===== src/rtl/pwb_pkg.sv =====
package pwb_pkg;
   localparam int MGMT_AW = 5;
   localparam int WORD_W  = 16;
   localparam int WIDE_W  = 2 * WORD_W;

   localparam logic [MGMT_AW-1:0] WREG_PAGE  = 5'h10;
   localparam logic [MGMT_AW-1:0] WREG_CMD   = 5'h11;
   localparam logic [MGMT_AW-1:0] WREG_DATA0 = 5'h18;

   localparam logic [7:0] PG_STATUS  = 8'h01;
   localparam logic [7:0] OFF_LINK   = 8'h00;
   localparam logic [7:0] OFF_SPEED  = 8'h04;
   localparam logic [7:0] OFF_DUPLEX = 8'h08;

   localparam int OP_WR_BIT = 0;
   localparam int OP_RD_BIT = 1;
endpackage


===== src/rtl/pwb_window.sv =====
module pwb_window
   import pwb_pkg::*;
#(
   parameter int NUM_DATA = 4
) (
   input  logic                clk,
   input  logic                rst_n,
   input  logic                host_wr,
   input  logic                host_rd,
   input  logic [MGMT_AW-1:0]  reg_addr,
   input  logic [WORD_W-1:0]   wdata,
   input  logic                cmd_done,
   input  logic                load_en,
   input  logic [WIDE_W-1:0]   load_val,
   output logic [7:0]          page_num,
   output logic                page_en,
   output logic [7:0]          cmd_off,
   output logic [1:0]          cmd_op,
   output logic [WIDE_W-1:0]   data_lo,
   output logic [WORD_W-1:0]   rdata
);
   logic [WORD_W-1:0] data_q [NUM_DATA];
   logic              cmd_busy;

   if (NUM_DATA < 2 || NUM_DATA > 8) begin : g_bad_data
      $error("pwb_window: NUM_DATA must be 2..8");
   end

   assign cmd_busy = |cmd_op;

   always_ff @(posedge clk) begin
      if (!rst_n) begin
         page_num <= '0;
         page_en  <= 1'b0;
      end else if (host_wr && reg_addr == WREG_PAGE) begin
         page_num <= wdata[15:8];
         page_en  <= wdata[0];
      end
   end

   always_ff @(posedge clk) begin
      if (!rst_n) begin
         cmd_off <= '0;
         cmd_op  <= '0;
      end else if (cmd_done) begin
         cmd_op  <= '0;
      end else if (host_wr && reg_addr == WREG_CMD && !cmd_busy) begin
         cmd_off <= wdata[15:8];
         cmd_op  <= wdata[1:0];
      end
   end

   for (genvar i = 0; i < NUM_DATA; i++) begin : g_data
      localparam logic [MGMT_AW-1:0] MY_ADDR = WREG_DATA0 + MGMT_AW'(i);
      logic [WORD_W-1:0] fill;
      if (i == 0) begin : g_w0
         assign fill = load_val[WORD_W-1:0];
      end else if (i == 1) begin : g_w1
         assign fill = load_val[WIDE_W-1:WORD_W];
      end else begin : g_wn
         assign fill = '0;
      end
      always_ff @(posedge clk) begin
         if (!rst_n) begin
            data_q[i] <= '0;
         end else if (load_en) begin
            data_q[i] <= fill;
         end else if (host_wr && reg_addr == MY_ADDR) begin
            data_q[i] <= wdata;
         end
      end
   end

   assign data_lo = {data_q[1], data_q[0]};

   always_comb begin
      rdata = '0;
      if (host_rd) begin
         if (reg_addr == WREG_PAGE) begin
            rdata = {page_num, 7'd0, page_en};
         end else if (reg_addr == WREG_CMD) begin
            rdata = {cmd_off, 6'd0, cmd_op};
         end else begin
            for (int k = 0; k < NUM_DATA; k++) begin
               if (reg_addr == WREG_DATA0 + MGMT_AW'(k)) rdata = data_q[k];
            end
         end
      end
   end
endmodule


===== src/rtl/pwb_cmd_seq.sv =====
module pwb_cmd_seq #(
   parameter int LATENCY = 3
) (
   input  logic       clk,
   input  logic       rst_n,
   input  logic       issue,
   input  logic [7:0] issue_page,
   input  logic       issue_en,
   output logic       done,
   output logic [7:0] act_page,
   output logic       act_en
);
   localparam int CNT_W = (LATENCY < 2) ? 1 : $clog2(LATENCY);
   localparam logic [CNT_W-1:0] CNT_LOAD = CNT_W'(LATENCY - 1);

   logic             active;
   logic [CNT_W-1:0] cnt;

   if (LATENCY < 1) begin : g_bad_lat
      $error("pwb_cmd_seq: LATENCY must be at least 1");
   end

   always_ff @(posedge clk) begin
      if (!rst_n) begin
         active   <= 1'b0;
         cnt      <= '0;
         act_page <= '0;
         act_en   <= 1'b0;
      end else if (active) begin
         if (cnt == '0) active <= 1'b0;
         else           cnt    <= cnt - 1'b1;
      end else if (issue) begin
         active   <= 1'b1;
         cnt      <= CNT_LOAD;
         act_page <= issue_page;
         act_en   <= issue_en;
      end
   end

   assign done = active && (cnt == '0);
endmodule


===== src/rtl/pwb_status_page.sv =====
module pwb_status_page
   import pwb_pkg::*;
#(
   parameter int NUM_PORTS = 9
) (
   input  logic [NUM_PORTS-1:0]   link_in,
   input  logic [NUM_PORTS-1:0]   duplex_in,
   input  logic [2*NUM_PORTS-1:0] speed_in,
   input  logic [7:0]             offset,
   output logic [WIDE_W-1:0]      value
);
   logic [WORD_W-1:0] link_w;
   logic [WORD_W-1:0] dup_w;
   logic [WIDE_W-1:0] spd_w;

   if (NUM_PORTS < 1 || NUM_PORTS > WORD_W) begin : g_bad_ports
      $error("pwb_status_page: NUM_PORTS must be 1..16");
   end

   for (genvar p = 0; p < WORD_W; p++) begin : g_port
      if (p < NUM_PORTS) begin : g_on
         assign link_w[p]         = link_in[p];
         assign dup_w[p]          = duplex_in[p];
         assign spd_w[2*p +: 2]   = speed_in[2*p +: 2];
      end else begin : g_off
         assign link_w[p]         = 1'b0;
         assign dup_w[p]          = 1'b0;
         assign spd_w[2*p +: 2]   = 2'b00;
      end
   end

   always_comb begin
      case (offset)
         OFF_LINK:   value = {{WORD_W{1'b0}}, link_w};
         OFF_DUPLEX: value = {{WORD_W{1'b0}}, dup_w};
         OFF_SPEED:  value = spd_w;
         default:    value = '0;
      endcase
   end
endmodule


===== src/rtl/pwb_store.sv =====
module pwb_store
   import pwb_pkg::*;
#(
   parameter logic [7:0] BASE  = 8'h02,
   parameter int         PAGES = 2,
   parameter int         DEPTH = 4
) (
   input  logic              clk,
   input  logic              rst_n,
   input  logic              we,
   input  logic [7:0]        page,
   input  logic [7:0]        offset,
   input  logic [WIDE_W-1:0] wval,
   output logic [WIDE_W-1:0] rval
);
   localparam int IDX_W = $clog2(DEPTH);

   logic [WIDE_W-1:0] page_rd [PAGES];
   logic              in_range;
   logic [IDX_W-1:0]  idx;

   if (DEPTH < 2 || (1 << IDX_W) != DEPTH || DEPTH > 256) begin : g_bad_depth
      $error("pwb_store: DEPTH must be a power of two in 2..256");
   end
   if (PAGES < 1 || int'(BASE) + PAGES > 256 || BASE <= PG_STATUS) begin : g_bad_pages
      $error("pwb_store: storage pages must lie above the status page");
   end

   assign in_range = (int'(offset) < DEPTH);
   assign idx      = offset[IDX_W-1:0];

   for (genvar g = 0; g < PAGES; g++) begin : g_page
      localparam logic [7:0] MY_PAGE = BASE + 8'(g);
      logic [WIDE_W-1:0] row [DEPTH];
      logic              sel;

      assign sel = (page == MY_PAGE) && in_range;

      always_ff @(posedge clk) begin
         if (!rst_n) begin
            for (int e = 0; e < DEPTH; e++) row[e] <= '0;
         end else if (we && sel) begin
            row[idx] <= wval;
         end
      end

      assign page_rd[g] = sel ? row[idx] : '0;
   end

   always_comb begin
      rval = '0;
      for (int g = 0; g < PAGES; g++) rval = rval | page_rd[g];
   end
endmodule


===== src/rtl/paged_window_bridge.sv =====
module paged_window_bridge
   import pwb_pkg::*;
#(
   parameter logic [MGMT_AW-1:0] DEV_ADDR    = 5'h1E,
   parameter int                 LATENCY     = 3,
   parameter int                 NUM_PORTS   = 9,
   parameter logic [7:0]         STORE_BASE  = 8'h02,
   parameter int                 STORE_PAGES = 2,
   parameter int                 STORE_DEPTH = 4
) (
   input  logic                   clk,
   input  logic                   rst_n,
   input  logic                   wr_en,
   input  logic                   rd_en,
   input  logic [MGMT_AW-1:0]     dev_addr,
   input  logic [MGMT_AW-1:0]     reg_addr,
   input  logic [WORD_W-1:0]      wdata,
   output logic [WORD_W-1:0]      rdata,
   input  logic [NUM_PORTS-1:0]   link_in,
   input  logic [NUM_PORTS-1:0]   duplex_in,
   input  logic [2*NUM_PORTS-1:0] speed_in
);
   logic              dev_hit, host_wr, host_rd;
   logic [7:0]        page_num, cmd_off, act_page;
   logic              page_en, act_en;
   logic [1:0]        cmd_op;
   logic [WIDE_W-1:0] data_lo, status_val, store_val, lookup, load_val;
   logic              issue, done, load_en, store_we, rd_only;

   assign dev_hit = (dev_addr == DEV_ADDR);
   assign host_wr = wr_en && dev_hit;
   assign host_rd = rd_en && dev_hit;

   assign issue = host_wr && (reg_addr == WREG_CMD) && (cmd_op == 2'b00)
                  && (wdata[1:0] != 2'b00);

   pwb_window #(.NUM_DATA(4)) u_win (
      .clk      (clk),
      .rst_n    (rst_n),
      .host_wr  (host_wr),
      .host_rd  (host_rd),
      .reg_addr (reg_addr),
      .wdata    (wdata),
      .cmd_done (done),
      .load_en  (load_en),
      .load_val (load_val),
      .page_num (page_num),
      .page_en  (page_en),
      .cmd_off  (cmd_off),
      .cmd_op   (cmd_op),
      .data_lo  (data_lo),
      .rdata    (rdata)
   );

   pwb_cmd_seq #(.LATENCY(LATENCY)) u_seq (
      .clk        (clk),
      .rst_n      (rst_n),
      .issue      (issue),
      .issue_page (page_num),
      .issue_en   (page_en),
      .done       (done),
      .act_page   (act_page),
      .act_en     (act_en)
   );

   pwb_status_page #(.NUM_PORTS(NUM_PORTS)) u_stat (
      .link_in   (link_in),
      .duplex_in (duplex_in),
      .speed_in  (speed_in),
      .offset    (cmd_off),
      .value     (status_val)
   );

   pwb_store #(
      .BASE  (STORE_BASE),
      .PAGES (STORE_PAGES),
      .DEPTH (STORE_DEPTH)
   ) u_store (
      .clk    (clk),
      .rst_n  (rst_n),
      .we     (store_we),
      .page   (act_page),
      .offset (cmd_off),
      .wval   (data_lo),
      .rval   (store_val)
   );

   assign rd_only  = cmd_op[OP_RD_BIT] && !cmd_op[OP_WR_BIT];
   assign store_we = done && cmd_op[OP_WR_BIT] && act_en;
   assign load_en  = done && rd_only;
   assign lookup   = (act_page == PG_STATUS) ? status_val : store_val;
   assign load_val = act_en ? lookup : '0;
endmodule


===== config.mk =====
export PLATFORM = sky130hd
export DESIGN_NAME = paged_window_bridge
export DESIGN_NICKNAME = d
export VERILOG_FILES = /design/src/rtl/pwb_pkg.sv /design/src/rtl/pwb_window.sv /design/src/rtl/pwb_cmd_seq.sv /design/src/rtl/pwb_status_page.sv /design/src/rtl/pwb_store.sv /design/src/rtl/paged_window_bridge.sv
export SDC_FILE = /design/constraint.sdc
export NUM_CORES = 1
export LEC_CHECK = 0
export BUFFER_PORTS_ARGS = -buffer_cell sky130_fd_sc_hd__buf_2
export CORE_MARGIN = 2
export CORE_UTILIZATION = 45
export DETAILED_ROUTE_END_ITERATION = 10
export MAX_ROUTING_LAYER = met4
export PLACE_DENSITY = 0.7
export SLEW_MARGIN = 40
export SYNTH_ARGS = -nofsm -noshare
export SYNTH_HDL_FRONTEND = slang
export SYNTH_SLANG_ARGS = --single-unit
export TNS_END_PERCENT = 20

===== constraint.sdc =====
create_clock -name clk -period 4.05 [get_ports clk]
set_input_delay 0.2025 -clock clk [delete_from_list [all_inputs] [get_ports clk]]
set_output_delay 0.2025 -clock clk [all_outputs]
set_load 0.1 [all_outputs]

==> summary.txt, run 1 <==
Global routing
  • Tot GR Track Use: a little under a quarter
  • Largest net degree at the start of global routing: 47
  • First-pass GRT wire length: around 66000 um
  • Initial antenna violation count: 2
  • Number of global-route vias before repair: about 11000
  • Overflow left after global routing: 0

Cells and area
  • Final net count: roughly 1300
  • Most frequent cells in the layout: 320 x edfxtp_1, 292 x and2_1, 81 x buf_2
  • Most common cell after layout, fill and taps aside: edfxtp_1
  • Synth-to-Final Area Change: 13.4%
  • Layout Cells excl Fill: around 1800
  • Antenna Cells: 0
  • Layout cells sized above 1: between 20% and 30%

Placed design
  • # port buffers: 81
  • Post-DP HPWL: around 29000 um
  • RD Place Congestion: approximately 0.87
  • Setup WS pre-CTS: around 1100 ps
  • Inst Count DP: around 1700

CTS
  • CTS sink count: approximately 350
  • Clk_lat worst skew: between 500 and 600 ps
  • CTS tree: built
  • CTS clk-pin slew, worst paths: 70 ps
  • H-tree depth: 2
  • Clk root buf: clkbuf_16
  • Cts repair resizes: 0
  • Cts bufs inserted: 38
  • Postcts setup bufs: 0
  • Clock Path Buffers: 3
  • Cts hold-fix bufs: 0

STA
  • Setup TNS: 0 ps
  • RSZ-0062 raised after global routing: no
  • Shortest period the worst path allows: slightly below 3000 ps
  • Hold WS: around 12 ps
  • Slew margin rel.: about half
  • Hold Vio Cnt, Final: 0
  • Clock Skews: approximately 20 ps
  • Final WS setup: about 1200 ps
  • Tcrit/Tclk final: 71.3%
  • Max-slew violations: 0
  • Final setup violation count: 0
  • Fmax: between 300 and 400 MHz
  • Tightest Pin Transition: ~740 ps

Setup path
  • Largest stage delay, worst path: roughly 660 ps
  • Critical path startpoint category: flip-flop
  • Worst r2r dst: u_store.g_page[0].row[2][26]
  • CP arrival: 3070 ps
  • Slowest CP cell: or3b_2
  • WP buf/inv: 2
  • CP Capture Type: flip-flop
  • Reg2Reg Setup Slack: 1160 ps
  • Worst reg2reg path startpoint: u_seq.act_page[0]
  • Crit path kind: reg2reg
  • Critical path, cell by cell: inv_1 > nand2_1 > or3b_2 > o21ai_4 > buf_4
  • WP data required: ~4200 ps
  • Top delay family on crit path: simple AND/OR/NAND/NOR gates
  • FF-to-FF path depth: 5
  • Crit-path max FO: 23

Detailed routing
  • First DRT Iteration DRCs: approximately 1000
  • ANT nets after route: 0
  • Routed wire length: 43900 um
  • Drt first pass iters: 5
  • # DRC: 0
  • Vias: around 11000
  • Vias/cell: between 5 and 6
  • Avg WL per Cell: about 25 um

Power and ir drop
  • Power per Cell Area: slightly above 400 mW/mm2
  • Power Total: ~0.008 W
  • Pleak: between 6 and 7 nW
  • Peak supply drop: roughly 0.25 mV

Yosys
  • Post-synthesis register bit count: between 300 and 400
  • Netlist cell types: 65
  • Synthesized Nets: between 1000 and 1500
  • Synth Cell Area: around 0.017 mm2
  • Prevailing post-synth register cell: edfxtp_1
  • Seq/Total Area, Yosys: 61.4%
  • Post-Syn Instances: roughly 1200
  • Post-synth EDFFs: 320
  • Synth async-reset ratio: 0%
  • Syn avg cell area: ~14 um2
  • Synth Warn #: 0

Floorplanning
  • # IOs: 82
  • Initial core utilization: a little under half
  • Placement Rows: 70
  • Core ar.: 0.0366 mm2
  • Vert. Die Dim: between 150 and 200 um
  • Die width: just under 200 um
  • Die footprint: around 0.039 mm2

Run
  • Max-cap viol count: 0

Min path
  • WHS Endpoint: u_win.data_q[2][2]
  • Hold Crit Start: wdata[2]
  • Hold depth: 2
  • Worst Hold Class: in2reg

Outcome
  • Outcome: finished clean
[sequential cells by signal, indices dropped and copies added, names as in the netlist, named ones only]
register / flops
u_seq.act_en: 1
u_win.cmd_op: 2
u_win.data_q: 64
u_store.g_page.row: 256
u_seq.active: 1
u_win.cmd_off: 8
u_win.page_num: 8
u_win.page_en: 1
u_seq.cnt: 2
u_seq.act_page: 8
[per-layer routing]
layer | GRT usage (%) | vias to the layer above | wire length [um]
met1 | 30.6 | 5278 | 18000
li1 | - | 4650 | -
met5 | - | - | 0
met2 | 37.2 | 471 | 21000
met3 | 4.69 | 109 | 3420
met4 | 8.55 | 0 | 1550
[per-stage QoR]
step	cell area, um2	util (%)
finish	19000	51.8
global route	19000	51.8
CTS	19000	51.8
detailed placement	17800	48.6
global placement	17800	48.6
floorplan	16700	-
[worst max path at each step]
stage                            startpoint                           end  depth (start not counted)  slack [ps]
after floorplan           u_seq.act_page[7]   u_store.g_page[1].row[0][0]                          6        -230
after global placement          reg_addr[1]            u_win.data_q[2][4]                          5        1030
after detailed placement  u_seq.act_page[7]   u_store.g_page[0].row[2][3]                          6        1140
after CTS                 u_seq.act_page[7]  u_store.g_page[0].row[2][26]                          6        1140
after global routing      u_seq.act_page[0]  u_store.g_page[0].row[2][26]                          5         970
final                     u_seq.act_page[0]  u_store.g_page[0].row[2][26]                          5        1160
[cells by family (layout without fill, tap and decap cells)]
kind of cell | Yosys count | count (layout) | synth area share [%]
buffers and inverters | 100 | 201 | 2.76
AOI/OAI and AO/OA | 179 | 179 | 7.95
adders and majority gates | 1 | 1 | 0.0748
DFF | 353 | 353 | 61.4
and+or+nand+nor | 443 | 443 | 16.6
muxes | 107 | 107 | 11.3
[report_power, final]
group / total [W] / switching (W) / internal [W]
combinational: 0.000327 / 0.000208 / 0.000118
sequential: 0.00422 / 0.0000936 / 0.00412
clock: 0.00327 / 0.00142 / 0.00184
total: 0.00781 / 0.00173 / 0.00609
[Yosys cell counts, types with 6 or more instances]
library cell,count,area (um2)
o221ai_2,6,90.1
clkbuf_1,47,176
o31ai_1,9,67.6
clkbuf_2,6,30.0
nand4_1,9,56.3
mux2i_1,35,350
dfxtp_1,33,661
and2_1,292,1830
a21oi_1,35,175
nor4_4,7,149
inv_1,13,48.8
mux4_2,64,1440
nand2_1,30,113
edfxtp_1,320,9610
a22oi_1,23,173
o2bb2ai_1,31,272
a41oi_1,9,78.8
buf_2,18,90.1
nand3_1,20,100
mux2_2,8,90.1
o22ai_1,6,37.5
o32ai_1,9,78.8
a21o_1,9,67.6
a32o_1,9,90.1
nor2_1,31,116
nor3_1,14,70.1
o21ai_0,21,105
[final cells by class]
class,instances,area [um2]
clock buffers,49,1010
clock inverters,21,141
fillers,3059,17600
inverters,14,52.6
multi-input cells,730,6150
flip-flops and latches,353,10300
well taps,468,586
repair buffers,117,751
No activity file was read; power rests on OpenSTA's default activity.
==> run 2: changes to the inputs <==
--- a/config.mk
+++ b/config.mk
@@ -5,12 +5,13 @@
 export SDC_FILE = /design/constraint.sdc
 export NUM_CORES = 1
 export LEC_CHECK = 0
+export ABC_AREA = 1
 export BUFFER_PORTS_ARGS = -buffer_cell sky130_fd_sc_hd__buf_2
 export CORE_MARGIN = 2
 export CORE_UTILIZATION = 45
 export DETAILED_ROUTE_END_ITERATION = 10
 export MAX_ROUTING_LAYER = met4
-export PLACE_DENSITY = 0.7
+export PLACE_DENSITY = 0.67
 export SLEW_MARGIN = 40
 export SYNTH_ARGS = -nofsm -noshare
 export SYNTH_HDL_FRONTEND = slang
==> constraint.sdc (replaced) <==
create_clock -name clk -period 2.9 [get_ports clk]
set_input_delay 0.145 -clock clk [delete_from_list [all_inputs] [get_ports clk]]
set_output_delay 0.145 -clock clk [all_outputs]
set_load 0.1 [all_outputs]
==> summary.txt, run 2 <==
Outcome
  • Outcome: finished clean (unchanged)

Floorplanning
  • Placement Rows: 71 (was 70)
  • Die width: 200 um (was 197 um)
  • Die footprint: 0.0401 mm2 (was 0.0387 mm2)
  • # IOs: 82 (unchanged)
  • Core ar.: 0.0378 mm2 (was 0.0366 mm2)
  • Vert. Die Dim: 200 um (was 197 um)
  • Initial core utilization: 45.8% (was 45.7%)

Power and ir drop
  • Pleak: 8.09 nW (was 6.40 nW)
  • Power Total: 0.0108 W (was 0.00781 W)
  • Pint: 0.00846 W (was 0.00609 W)
  • Peak supply drop: 0.310 mV (was 0.255 mV)
  • Flop pwr share: 54.1% (was 54.0%)
  • Power per Cell Area: 548 mW/mm2 (was 412 mW/mm2)
  • Sw Ratio: 21.9% (was 22.1%)
  • Comb pwr share: 4.0% (was 4.2%)
  • Clk pwr share: 41.9% (was 41.8%)
  • Net switching power: 0.00237 W (was 0.00173 W)

Cells and area
  • Fillcell total: 3471 (was 3059)
  • Area of the multi-input gates: 0.00600 mm2 (was 0.00615 mm2)
  • Largest regs: u_store.g_page.row (256), u_win.data_q (64) (unchanged)
  • Max FFs per register: 256 (unchanged)
  • Most common cell after layout, fill and taps aside: nor2_1 (was edfxtp_1)
  • Synth-to-Final Area Change: 14.1% (was 13.4%)
  • Most frequent cells in the layout: 393 x nor2_1, 320 x edfxtp_1, 290 x nand2_1 (was 320 x edfxtp_1, 292 x and2_1, 81 x buf_2)
  • Register Area: 0.0103 mm2 (unchanged)
  • Biggest register: u_store.g_page.row (unchanged)
  • Final instance area: 0.0198 mm2 (was 0.0190 mm2)
  • Antenna Cells: 0 (unchanged)
  • Final net count: 1968 (was 1321)
  • Layout Cells excl Fill: 2440 (was 1752)
  • Layout cells sized above 1: 16.9% (was 22.4%)

STA
  • Fmax: 400 MHz (was 346 MHz)
  • Max-slew violations: 0 (unchanged)
  • Shortest period the worst path allows: 2500 ps (was 2890 ps)
  • Slew margin rel.: 49.0% (was 50.7%)
  • Setup TNS: 0 ps (unchanged)
  • Clock Skews: 27.5 ps (was 20.1 ps)
  • Final setup violation count: 0 (unchanged)
  • Tightest Pin Transition: 765 ps (was 736 ps)
  • Tcrit/Tclk final: 86.1% (was 71.3%)
  • Hold Vio Cnt, Final: 0 (unchanged)
  • RSZ-0062 raised after global routing: no (unchanged)

Detailed routing
  • Avg WL per Cell: 19.7 um (was 25.1 um)
  • Drt first pass iters: 5 (unchanged)
  • ANT nets after route: 0 (unchanged)
  • Vias: 13300 (was 10500)
  • Vias/cell: 5.47 (was 6.00)
  • # DRC: 0 (unchanged)
  • First DRT Iteration DRCs: 1684 (was 1036)
  • Routed wire length: 48100 um (was 43900 um)

Yosys
  • Syn avg cell area: 9.52 um2 (was 14.1 um2)
  • Prevailing post-synth register cell: edfxtp_1 (unchanged)
  • Largest cells by area after synthesis: edfxtp_1 55%, nor2_1 8.5%, nand2_1 6.3% (was edfxtp_1 57%, and2_1 11%, mux4_2 8.6%)
  • Post-synth EDFFs: 320 (unchanged)
  • Post-synthesis register bit count: 353 (unchanged)
  • Seq/Total Area, Yosys: 59.2% (was 61.4%)
  • Synthesized Nets: 1888 (was 1250)
  • Netlist cell types: 33 (was 65)
  • Synth cell count leaders: 393 x nor2_1, 320 x edfxtp_1, 292 x nand2_1 (was 320 x edfxtp_1, 292 x and2_1, 64 x mux4_2)
  • Share of the synthesized area in the top cell type: 55.4% (was 57.5%)
  • Synth Warn #: 0 (unchanged)
  • Synth Cell Area: 0.0173 mm2 (was 0.0167 mm2)
  • Synth async-reset ratio: 0% (unchanged)
  • Post-Syn Instances: 1821 (was 1183)
  • Top-count cell post-synth: nor2_1 (was edfxtp_1)
  • Yosys top cell by area: edfxtp_1 (unchanged)

Setup path
  • Most frequent CP cell: nor2_1
  • WP data required: 3270 ps (was 4230 ps)
  • Crit path kind: reg2reg (unchanged)
  • Slowest CP cell: inv_2 (was or3b_2)
  • Critical path startpoint category: flip-flop (unchanged)
  • CP Capture Type: flip-flop (unchanged)
  • Largest stage delay, worst path: 330 ps (was 660 ps)
  • CP arrival: 2870 ps (was 3070 ps)
  • Crit-path max FO: 22 (was 23)
  • Critical path, cell by cell: nor2_1 > nand4_1 > nor2_4 > buf_4 > nand3_2 > inv_2 > buf_12 > nand3_1 > nor2_1 (was inv_1 > nand2_1 > or3b_2 > o21ai_4 > buf_4)

CTS
  • CTS sink count: 353 (unchanged)
  • CTS tree: built (unchanged)
  • Clk_lat worst skew: 540 ps (about the same)
  • Clock Path Buffers: 3 (unchanged)
  • Cts repair resizes: 0 (unchanged)
  • Cts bufs inserted: 37 (was 38)
  • Clk root buf: clkbuf_16 (unchanged)
  • H-tree depth: 2 (unchanged)
  • CTS clk-pin slew, worst paths: 60 ps (was 70 ps)

Global routing
  • Largest net degree at the start of global routing: 120 (was 47)
  • First-pass GRT wire length: 74200 um (was 65600 um)
  • Overflow left after global routing: 0 (unchanged)
  • Number of global-route vias before repair: 12900 (was 10500)
  • Initial antenna violation count: 0 (was 2)
  • Tot GR Track Use: 24.5% (was 23.6%)

Placed design
  • Inst Count DP: 2355 (was 1682)
  • Post-DP HPWL: 31800 um (was 29100 um)
  • RD Place Congestion: 0.948 (was 0.875)
  • # port buffers: 81 (unchanged)
  • Area post-placement: 0.0185 mm2 (was 0.0178 mm2)

Min path
  • Worst Hold Class: in2reg (unchanged)

Run
  • Max-cap viol count: 0 (unchanged)
[run 2: layout make-up]
type                            count  share of cell area, %
Clock inverter                     21                  0.689
Clock buffer                       46                   5.11
Inverter                          172                   3.27
Tap cell                          511                   3.23
Sequential cell                   353                   51.9
Multi-Input combinational cell   1189                   30.3
Timing Repair Buffer              148                   5.44
[run 2: routing by layer]
metal,vias up,GRT usage (%),part of all wire (%)
met1,6367,33.0,43
met4,0,6.64,2.3
li1,6270,-,-
met5,-,-,0
met2,618,39.2,47
met3,90,3.16,7.9
[run 2: path summary, 6_finish.rpt]
| kind | start | endpoint | slack [ps] | cells past startpoint |
|---|---|---|---|---|
| max | u_seq.act_page[5] | u_store.g_page[0].row[2][0] | 400 | 9 |
| min | wdata[13] | u_win.page_num[5] | 20 | 3 |
| max reg2reg | u_seq.act_page[5] | u_store.g_page[0].row[2][0] | 400 | 9 |
| min reg2reg | u_seq.act_page[6] | u_seq.act_page[6] | 470 | 2 |
[run 2: timing repair]
action / CTS / global route
setup buffers: 0 / 0
hold buffers: 18 / 0
hold endpoints to repair: 38 / 0
[run 2: cells by family (layout without fill, tap and decap cells)]
| kind of cell | after synthesis | after routing | synth area share (%) |
|---|---|---|---|
| flip-flops | 353 | 353 | 59.2 |
| AO/OA/AOI/OAI | 260 | 260 | 8.14 |
| adder cells (fa/ha/maj) | 1 | 1 | 0.0721 |
| buffers and inverters | 279 | 387 | 6.72 |
| AND/OR/NAND/NOR | 928 | 928 | 25.9 |
[run 2: power by group through the flow]
stage / logic (W) / registers (W) / clock network [W]
final: 0.000435 / 0.00586 / 0.00454
after global routing: 0.000471 / 0.00588 / 0.00480
after CTS: 0.000436 / 0.00586 / 0.00459
after detailed placement: 0.000418 / 0.00597 / 0
after global placement: 0.000413 / 0.00596 / 0
after floorplan: 0.000210 / 0.00594 / 0
[run 2: metrics by stage]
step           hold slack, ps  setup WS [ps]  utilization [%]
2_1_floorplan             280           -844                -
3_3_place_gp              436            528             48.8
3_5_place_dp              443            486             48.8
4_1_cts                  9.71            376             52.3
5_1_grt                  38.4            179             52.3
6_report                 17.1            403             52.3
[run 2: worst max-delay path, delay by kind of cell, from the launching register on]
kind | cells | cell delay, ps
and+or+nand+nor | 6 | 1160
DFF | 1 | 310
buffers and inverters | 3 | 850
==> run 3: changes to the inputs <==
--- a/config.mk
+++ b/config.mk
@@ -5,13 +5,13 @@
 export SDC_FILE = /design/constraint.sdc
 export NUM_CORES = 1
 export LEC_CHECK = 0
-export ABC_AREA = 1
+export ABC_AREA = 0
 export BUFFER_PORTS_ARGS = -buffer_cell sky130_fd_sc_hd__buf_2
 export CORE_MARGIN = 2
 export CORE_UTILIZATION = 45
 export DETAILED_ROUTE_END_ITERATION = 10
 export MAX_ROUTING_LAYER = met4
-export PLACE_DENSITY = 0.67
+export PLACE_DENSITY = 0.68
 export SLEW_MARGIN = 40
 export SYNTH_ARGS = -nofsm -noshare
 export SYNTH_HDL_FRONTEND = slang
==> summary.txt, run 3 (synthesized netlist as in run 1, its figures left out) <==
Power and ir drop
  • Pleak: 6.54 nW (was 8.09 nW)
  • Power per Cell Area: 563 mW/mm2 (was 548 mW/mm2)
  • Power Total: 0.0108 W (about the same)
  • Peak supply drop: 0.665 mV (was 0.310 mV)

Global routing
  • Initial antenna violation count: 0 (unchanged)
  • Number of global-route vias before repair: 10800 (was 12900)
  • First-pass GRT wire length: 68100 um (was 74200 um)
  • Tot GR Track Use: 24.4% (was 24.5%)
  • Largest net degree at the start of global routing: 40 (was 120)
  • Overflow left after global routing: 0 (unchanged)

STA
  • Max-slew violations: 0 (unchanged)
  • Slew margin rel.: 53.9% (was 49.0%)
  • Tightest Pin Transition: 688 ps (was 765 ps)
  • Tcrit/Tclk final: 93.7% (was 86.1%)
  • Fmax: 368 MHz (was 400 MHz)
  • Final WS setup: 182 ps (was 403 ps)
  • Shortest period the worst path allows: 2720 ps (was 2500 ps)
  • Hold WS: 16.6 ps (was 17.1 ps)
  • Clock Skews: 15.5 ps (was 27.5 ps)
  • Final setup violation count: 0 (unchanged)
  • RSZ-0062 raised after global routing: no (unchanged)
  • Hold Vio Cnt, Final: 0 (unchanged)

Detailed routing
  • Vias/cell: 5.99 (was 5.47)
  • First DRT Iteration DRCs: 1399 (was 1684)
  • Routed wire length: 45100 um (was 48100 um)
  • # DRC: 0 (unchanged)
  • Vias: 10700 (was 13300)
  • ANT nets after route: 0 (unchanged)
  • Avg WL per Cell: 25.4 um (was 19.7 um)
  • Drt first pass iters: 6 (was 5)

CTS
  • CTS clk-pin slew, worst paths: 70 ps (was 60 ps)
  • Cts repair resizes: 0 (unchanged)
  • CTS sink count: 353 (unchanged)
  • Clk root buf: clkbuf_16 (unchanged)
  • Cts bufs inserted: 38 (was 37)
  • CTS tree: built (unchanged)
  • H-tree depth: 2 (unchanged)
  • Clk_lat worst skew: 540 ps (about the same)
  • Clock Path Buffers: 3 (unchanged)

Setup path
  • WP data required: 3270 ps (about the same)
  • Worst reg2reg path startpoint: u_seq.act_page[0] (was u_seq.act_page[5])
  • Crit-path max FO: 11 (was 22)
  • Crit path kind: reg2reg (unchanged)
  • CP Capture Type: flip-flop (unchanged)
  • FF-to-FF path depth: 4 (was 9)
  • CP arrival: 3090 ps (was 2870 ps)
  • Critical path startpoint category: flip-flop (unchanged)
  • Crit path from: u_seq.act_page[0] (was u_seq.act_page[5])

Floorplanning
  • Placement Rows: 70 (was 71)
  • # IOs: 82 (unchanged)
  • Core ar.: 0.0366 mm2 (was 0.0378 mm2)
  • Die footprint: 0.0387 mm2 (was 0.0401 mm2)
  • Initial core utilization: 45.7% (was 45.8%)
  • Die width: 197 um (was 200 um)
  • Vert. Die Dim: 197 um (was 200 um)

Run
  • Max-cap viol count: 0 (unchanged)

Placed design
  • # port buffers: 81 (unchanged)
  • Area post-placement: 0.0180 mm2 (was 0.0185 mm2)
  • Setup WS pre-CTS: 303 ps (was 486 ps)
  • RD Place Congestion: 0.881 (was 0.948)
  • Post-DP HPWL: 29300 um (was 31800 um)

Cells and area
  • Synth-to-Final Area Change: 14.7% (was 14.1%)
  • Largest regs: u_store.g_page.row (256), u_win.data_q (64) (unchanged)
  • Final instance area: 0.0192 mm2 (was 0.0198 mm2)
  • Most common cell after layout, fill and taps aside: edfxtp_1 (was nor2_1)
  • Final Util: 52.4% (was 52.3%)
  • Final net count: 1356 (was 1968)
  • Layout cells sized above 1: 23.6% (was 16.9%)
  • Most frequent cells in the layout: 320 x edfxtp_1, 292 x and2_1, 80 x buf_2 (was 393 x nor2_1, 320 x edfxtp_1, 290 x nand2_1)
  • Max FFs per register: 256 (unchanged)
  • Antenna Cells: 0 (unchanged)
  • Biggest register: u_store.g_page.row (unchanged)

Outcome
  • Outcome: finished clean (unchanged)

Min path
  • Hold Crit Start: wdata[6] (was wdata[13])
  • Worst Hold Class: in2reg (unchanged)
  • Hold depth: 2 (was 3)
==> run 3: cell count changes in the layout (fill, tap and decap cells not counted), moves of 48 or more <==
cell     previous run  this run
and2_1              0       292
inv_1             158        13
mux4_2              0        64
nand2_1           290        30
nand3_1           106        20
nor2_1            393        31
o21ai_0           139        10
o22ai_1            54         6
==> run 3: per-layer routing <==
metal / vias to the layer above / wire, um / global-route usage, %
met5: - / 0 / -
met4: 0 / 1040 / 6.63
met2: 468 / 21500 / 38.1
met3: 81 / 3530 / 4.04
met1: 5395 / 19000 / 33.6
li1: 4724 / - / -
==> run 3: repair_timing <==
item | 4_1_cts | 5_1_grt
endpoints found under the hold margin | 13 | 0
setup endpoints to repair | 0 | 0
hold buffers | 6 | 0
setup buffers | 0 | 0
==> run 3: path summary, 6_finish.rpt <==
kind | endpoint | slack, ps
min | u_win.data_q[3][6] | 20
max | u_win.data_q[0][6] | 180
max reg2reg | u_win.data_q[0][6] | 180
min reg2reg | u_seq.cnt[0] | 460
==> run 3: power by group <==
group,switching (W),internal (W),total (W)
logic,0.000295,0.000183,0.000478
clock network,0.00195,0.00249,0.00444
registers,0.000124,0.00576,0.00588
total,0.00237,0.00844,0.0108
==> run 3: worst max-delay path, cell delays in order, from the launching register on <==
cell and delay [ps]:
dfxtp_1 650, and2b_1 460, nand3_2 280, or4b_1 860, o221ai_2 300
==> run 3: stage by stage <==
step | cells | TNS, ps
CTS | 1780 | 0
finish | 1780 | 0
global placement | 1711 | 0
detailed placement | 1711 | 0
floorplan | 1183 | -132010
global route | 1780 | 0
==> run 3: final cells by class <==
cell class                 count  area (um2)
clock buffer                  48         988
clock inverter                15         105
fill                        3036       17400
inverter                      14        52.6
multi-input combinational    730        6120
sequential                   353       10300
tap                          468         586
timing repair buffer         152        1060
